File: config.mk
export PLATFORM = sky130hd
export DESIGN_NAME = i2c_rx_ack_decider
export DESIGN_NICKNAME = d
export VERILOG_FILES = /design/src/rtl/i2c_rx_ack_decider.sv
export SDC_FILE = /design/constraint.sdc
export NUM_CORES = 1
export LEC_CHECK = 0
export CAP_MARGIN = 25
export CORE_AREA = 2 2 39 41
export CTS_CLUSTER_SIZE = 14
export DETAILED_ROUTE_END_ITERATION = 10
export DIE_AREA = 0 0 41 43
export HOLD_SLACK_MARGIN = 0.02
export PLACE_DENSITY = 0.73
export SLEW_MARGIN = 20
export SYNTH_ARGS = -nofsm -noshare
export SYNTH_HDL_FRONTEND = slang
export SYNTH_SLANG_ARGS = --single-unit
File: constraint.sdc
create_clock -name clk -period 2.91 [get_ports clk]
set_input_delay 0.873 -clock clk [delete_from_list [all_inputs] [get_ports clk]]
set_output_delay 0.873 -clock clk [all_outputs]
set_load 0.005 [all_outputs]
File: src/rtl/i2c_rx_ack_decider.sv
module i2c_rx_ack_decider #(
  parameter int MAX_BITS = 8,
  localparam int IDX_W = $clog2(MAX_BITS),
  localparam int CNT_W = $clog2(MAX_BITS + 1)
) (
  input  logic             clk,
  input  logic             rst_n,
  input  logic             mod_rst,
  input  logic [1:0]       rx_mode,
  input  logic [CNT_W-1:0] bit_count,
  input  logic [IDX_W-1:0] bit_idx,
  input  logic             bit_rise,
  input  logic             ack_slot,
  input  logic             nack_req_set,
  input  logic             stop_req,
  input  logic             cnt_zero,
  input  logic             rbuf_full,
  input  logic             rsr_full,
  output logic             sda_ack,
  output logic             last_nack,
  output logic             stop_force,
  output logic             nack_pending
);
  localparam logic [1:0] M_SLAVE = 2'b01;
  localparam logic [1:0] M_REP   = 2'b10;
  localparam logic [1:0] M_CNT   = 2'b11;

  logic req_pend, req_lat, stop_prev, stop_new, slot_q, dec_q, stop_q;
  logic rx, last_bit, slot_start, slot_end, stop_cause, nack_cond, live_nack;

  assign rx         = rx_mode != 2'b00;
  assign last_bit   = bit_rise && (CNT_W'(bit_idx) == bit_count - CNT_W'(1));
  assign slot_start = ack_slot && !slot_q;
  assign slot_end   = slot_q && !ack_slot;

  always_comb begin
    case (rx_mode)
      M_REP:   stop_cause = stop_req;
      M_CNT:   stop_cause = stop_req && (cnt_zero || stop_new);
      default: stop_cause = 1'b0;
    endcase
  end

  assign nack_cond    = req_lat || (rx_mode == M_SLAVE && rbuf_full && rsr_full) || stop_cause;
  assign live_nack    = slot_q ? dec_q : nack_cond;
  assign sda_ack      = !(rx && ack_slot && !mod_rst && !live_nack);
  assign nack_pending = req_pend || req_lat;

  always_ff @(posedge clk or negedge rst_n) begin
    if (!rst_n) begin
      req_pend   <= 1'b0;
      req_lat    <= 1'b0;
      stop_prev  <= 1'b0;
      stop_new   <= 1'b0;
      slot_q     <= 1'b0;
      dec_q      <= 1'b0;
      stop_q     <= 1'b0;
      last_nack  <= 1'b0;
      stop_force <= 1'b0;
    end else begin
      stop_prev <= stop_req;
      slot_q    <= ack_slot && !mod_rst;
      if (mod_rst) begin
        req_pend   <= 1'b0;
        req_lat    <= 1'b0;
        stop_new   <= 1'b0;
        dec_q      <= 1'b0;
        stop_q     <= 1'b0;
        last_nack  <= 1'b0;
        stop_force <= 1'b0;
      end else begin
        stop_force <= slot_end && dec_q && stop_q;
        if (last_bit) begin
          req_lat  <= req_pend;
          req_pend <= nack_req_set;
        end else begin
          req_pend <= req_pend || nack_req_set;
          if (slot_end) req_lat <= 1'b0;
        end
        if (stop_req && !stop_prev) stop_new <= 1'b1;
        else if (slot_end)          stop_new <= 1'b0;
        if (slot_start) begin
          dec_q  <= nack_cond;
          stop_q <= stop_cause;
        end
        if (slot_end && rx) last_nack <= dec_q;
      end
    end
  end

  a_r12_frozen_in_slot: assert property (@(posedge clk) disable iff (!rst_n)
    (ack_slot && slot_q && !mod_rst && $past(!mod_rst) && $stable(rx_mode)) |-> $stable(sda_ack));

  a_r7_stop_single_cycle: assert property (@(posedge clk) disable iff (!rst_n)
    stop_force |=> !stop_force);

  a_r7_stop_after_refusal: assert property (@(posedge clk) disable iff (!rst_n)
    stop_force |-> last_nack);

  a_r10_reset_clears: assert property (@(posedge clk) disable iff (!rst_n)
    mod_rst |=> (!nack_pending && !stop_force && !last_nack));

  a_r5_request_consumed: assert property (@(posedge clk) disable iff (!rst_n)
    (slot_end && !mod_rst && !last_bit) |=> !req_lat);

  a_r11_outcome_held: assert property (@(posedge clk) disable iff (!rst_n)
    (!slot_end && !mod_rst) |=> $stable(last_nack));
endmodule

== After elaboration in Yosys (flattened, before gate mapping) ==
Index checks and enable logic that the tools add are counted.
Widths: inputs -> output; s select.

* Add/subtract/negate cells: 1
* Equality and inequality tests: 4
* Multiplexer cells: 16
* Reductions and logical operators: 30

{| class="wikitable"
|+ Operators with widths
! operator !! count
|-
| $mux 1 || 15
|-
| $logic_and 1x1->1 || 14
|-
| $logic_not 1->1 || 6
|-
| $reduce_bool 2->1 || 3
|-
| $reduce_bool 3->1 || 2
|-
| $logic_or 1x1->1 || 5
|-
| $eq 2x2->1 const B || 2
|-
| $eq 3x4->1 || 1
|-
| $sub 4x1->4 const B || 1
|-
| $eq 2x1->1 const B || 1
|-
| $pmux 1 s2 || 1
|}

* Register bits: 9
* Bits of input ports: 19

== Depth between registers and ports, before layout ==
* Depth in word-level cells: 9
* Mapped depth: 6
* Mapped depth without buffers: 6

== Worst setup path after synthesis ==
Ideal clock, no wire load.

* Kind: input to output
* Start point: in cnt_zero
* End point: out sda_ack
* Arrival time: 1805 ps
* Data required time: 2037 ps
* Path slack: 232 ps
* Cell stages on the path: 4
* Path buffers: 0
* Cell sequence: or3b_1 > a311o_1 > mux2i_1 > nand3b_1

* Word-level cells in the longest chain between the ends: 8

{| class="wikitable"
|+ Ends and longest elaborated chain
! item !! RTL line !! RTL
|-
| start, declared || 16 || <nowiki>input logic cnt_zero,</nowiki>
|-
| $logic_or 1x1->1 || 39 || <nowiki>M_CNT: stop_cause = stop_req && (cnt_zero || stop_new);</nowiki>
|-
| $logic_and 1x1->1 || 39 ||
|-
| $pmux 1 s2 || 37 || <nowiki>case (rx_mode)</nowiki>
|-
| $logic_or 1x1->1 || 44 || <nowiki>assign nack_cond = req_lat || (rx_mode == M_SLAVE && rbuf_full && rsr_full) || stop_cause;</nowiki>
|-
| $mux 1 || 45 || <nowiki>assign live_nack = slot_q ? dec_q : nack_cond;</nowiki>
|-
| $logic_not 1->1 || 46 || <nowiki>assign sda_ack = !(rx && ack_slot && !mod_rst && !live_nack);</nowiki>
|-
| $logic_and 1x1->1 || 46 ||
|-
| $logic_not 1->1 || 46 ||
|-
| end, declared || 19 || <nowiki>output logic sda_ack,</nowiki>
|}

Every way passes these cells.

== Worst setup path in the final report ==
Ends and elaborated chain as after synthesis.

==> flow_metrics.py <==
metrics = {
    "detailed_routing": {
        "ant_nets": 0,
        "drtPass1Iterations": 4,
        "wl_per_cell_um": 11.4,
        "drc": 0,
        "drt_iter0_drc": 3,
        "finalWirelength_um": 1100,
        "drt-vias-per-instance": 4.82,
        "vias": 468,
    },
    "global_route": {
        "grt_max_degree": 10,
        "grt_pass1_vias": 496,
        "grt_overflow": 0,
        "grt_pass1_wl_um": 1920,
        "track_usage_pct": 16.8,
        "grt_antenna_before_repair": 0,
    },
    "yosys": {
        "ys_seq_area_share_pct": 45.8,
        "syn_area_per_cell_um2": 10.0,
        "synth_seq_cells": 9,
        "yosys_warnings": 0,
        "syn_nets": 69,
        "synth.top_cell.area_share_pct": 45.8,
        "syn_inst": 49,
        "ys_types": 21,
        "yosys.area.top_type": "dfrtp_1",
        "synthTopCellsByArea": "dfrtp_1 (46%), mux2i_1 (8.1%), xor2_1 (5.3%)",
        "netlist_area_um2": 492,
    },
    "sta": {
        "setup_viol": 0,
        "setup_tns_ns": 0,
        "slew_violations": 0,
        "worst_clock_skew_ns": 0.00273,
        "hold_viol": 0,
        "period_needed_ns": 2.83,
        "period_share_pct": 97.4,
        "tightest_slew_ns": 0.407,
        "relSlewSlack_pct": 72.8,
        "timing.fmax_mhz": 353,
    },
    "power_and_ir_drop": {
        "cellLeakagePower_nw": 0.372,
        "power.total_w": 0.000296,
        "vdd.ir_drop.worst_uv": 145,
        "p_per_area_mw_per_mm2": 368,
    },
    "clock_network": {
        "hold_buffers": 0,
        "cts_tree": "built",
        "cts-htree-levels": 1,
        "cts_buffer_depth": 2,
        "path_clk_slew_ns": 0.06,
        "cts.sinks": 9,
        "clockRootBuffer": "clkbuf_4",
        "cts_made_buffers": 3,
        "clkLatencyLatePin_ns": 0.26,
    },
    "floorplanning": {
        "chipWidth_um": 41,
        "initial_core_util_pct": 35.5,
        "num_rows": 14,
        "die-height_um": 43,
        "coreArea_mm2": 0.00138,
        "die-area_mm2": 0.00176,
        "io_pins": 23,
    },
    "placed_design": {
        "place_congestion": 0.641,
        "io_buffers": 22,
        "hpwl_um": 936,
        "placed_area_um2": 766,
    },
    "cells_and_area": {
        "final_common_cell": "clkdlybuf4s50_1",
        "antennaDiodeCount": 0,
        "final_area_um2": 805,
        "layout.cells.most_common_list": "clkdlybuf4s50_1 (15), dfrtp_1 (9), nor2_1 (6), buf_4 (6)",
        "fillers": 144,
        "drive_gt1_share_pct": 19.8,
        "syn_to_final_growth_pct": 63.6,
        "nets": 102,
    },
    "outcome": {
        "status": "completed",
    },
    "critical_path": {
        "cp-start-kind": "primary input",
        "cp.arrival_ns": 1.96,
        "worst-path-max-fanout": 2,
        "crit_top_cell": "buf_2",
        "cp.required_ns": 2.04,
        "ff2ff_path_depth": 4,
        "crit_path_end_kind": "primary output",
        "cp.depth": 6,
        "worstSetupPathType": "primary input to primary output",
        "critPathTopFamily": "simple AND/OR/NAND/NOR gates",
        "path_cells": "buf_2 > or3b_4 > a311o_1 > mux2i_1 > nand3b_1 > buf_2",
        "slowest_delay_ns": 0.37,
        "critPathSlowestCell": "or3b_4",
        "crit_buf_inv": 2,
    },
    "job": {
        "cap_violations": 0,
    },
    "hold_path": {
        "hold_path_depth": 2,
        "hp-class": "flip-flop to flip-flop",
    },
}
[logic make-up after synthesis]
logic type,Yosys count,synth area share (%)
AOI/OAI and AO/OA,4,6.11
xor gates and xnor gates,5,8.91
adders and majority gates,1,2.54
buffers and inverters,4,3.05
and+or+nand+nor,22,25.4
DFF,9,45.8
muxes,4,8.14
[worst paths after layout]
path,start,end,slack (ns)
max reg2reg,stop_new,dec_q,1.53
min,stop_q,stop_force,0.52
max,cnt_zero,sda_ack,0.08
min in group asynchronous,rst_n,stop_q,0.91
max in group asynchronous,rst_n,req_pend,1.71
min reg2reg,stop_q,stop_force,0.52
[stage by stage]
stage | hold slack [ns] | utilization, % | cells | setup WS (ns)
2_1_floorplan | 0.474 | - | 49 | 0.232
3_3_place_gp | 0.503 | 55.3 | 91 | -0.707
3_5_place_dp | 0.510 | 55.3 | 91 | -0.741
4_1_cts | 0.522 | 56.9 | 96 | 0.0322
5_1_grt | 0.577 | 58.1 | 97 | -0.00431
6_report | 0.518 | 58.1 | 97 | 0.0763
[registers in the layout (all words and copies together) (netlist names)]
name / count
slot_q: 1
stop_q: 1
stop_new: 1
req_pend: 1
stop_force: 1
last_nack: 1
stop_prev: 1
req_lat: 1
dec_q: 1
[worst register-to-register path: stages, from the launching register on]
cell,delay (ns)
dfrtp_1,0.38
or3b_4,0.40
a311o_1,0.29
mux2i_1,0.15
nor2_1,0.05
[layer usage]
metal | routed length (µm) | part of all wire, % | GRT usage (%)
met4 | 14 | 1.3 | 12.7
met3 | 85 | 7.7 | 4.71
met1 | 385 | 35 | 16.7
met2 | 616 | 56 | 27.2
met5 | 0 | 0 | 0
[layout make-up]
cell class | count | area (µm²) | area share, %
Inverter | 3 | 11.3 | 1.40
Clock buffer | 4 | 26.3 | 3.27
Multi-Input combinational cell | 36 | 254 | 31.6
Tap cell | 16 | 20.0 | 2.49
Timing Repair Buffer | 29 | 268 | 33.3
Sequential cell | 9 | 225 | 28.0
[power by group]
group / internal, W / switching [W] / total (W)
sequential: 0.000130 / 0.00000320 / 0.000133
clock: 0.0000527 / 0.0000418 / 0.0000945
combinational: 0.0000441 / 0.0000240 / 0.0000681
[Yosys cell counts]
library cell	instances
inv_1	3
xnor2_1	2
clkbuf_1	1
or3b_1	1
and4b_2	1
ha_1	1
mux2i_1	4
or2_2	1
a21oi_1	1
nand3_1	1
o22ai_1	1
nor3_1	3
nand3b_1	2
nand2_1	1
a41oi_1	1
xor2_1	3
nand2b_1	2
nor2_1	6
dfrtp_1	9
nor2b_1	4
a311o_1	1
[repair_timing]
action,in CTS,in global routing
pin swaps,3,3
setup endpoints to repair,1,1
buffers inserted,1,1
gates resized for setup,16,3
cloned,0,0
Note: power is estimated with default switching activity, not from simulation.
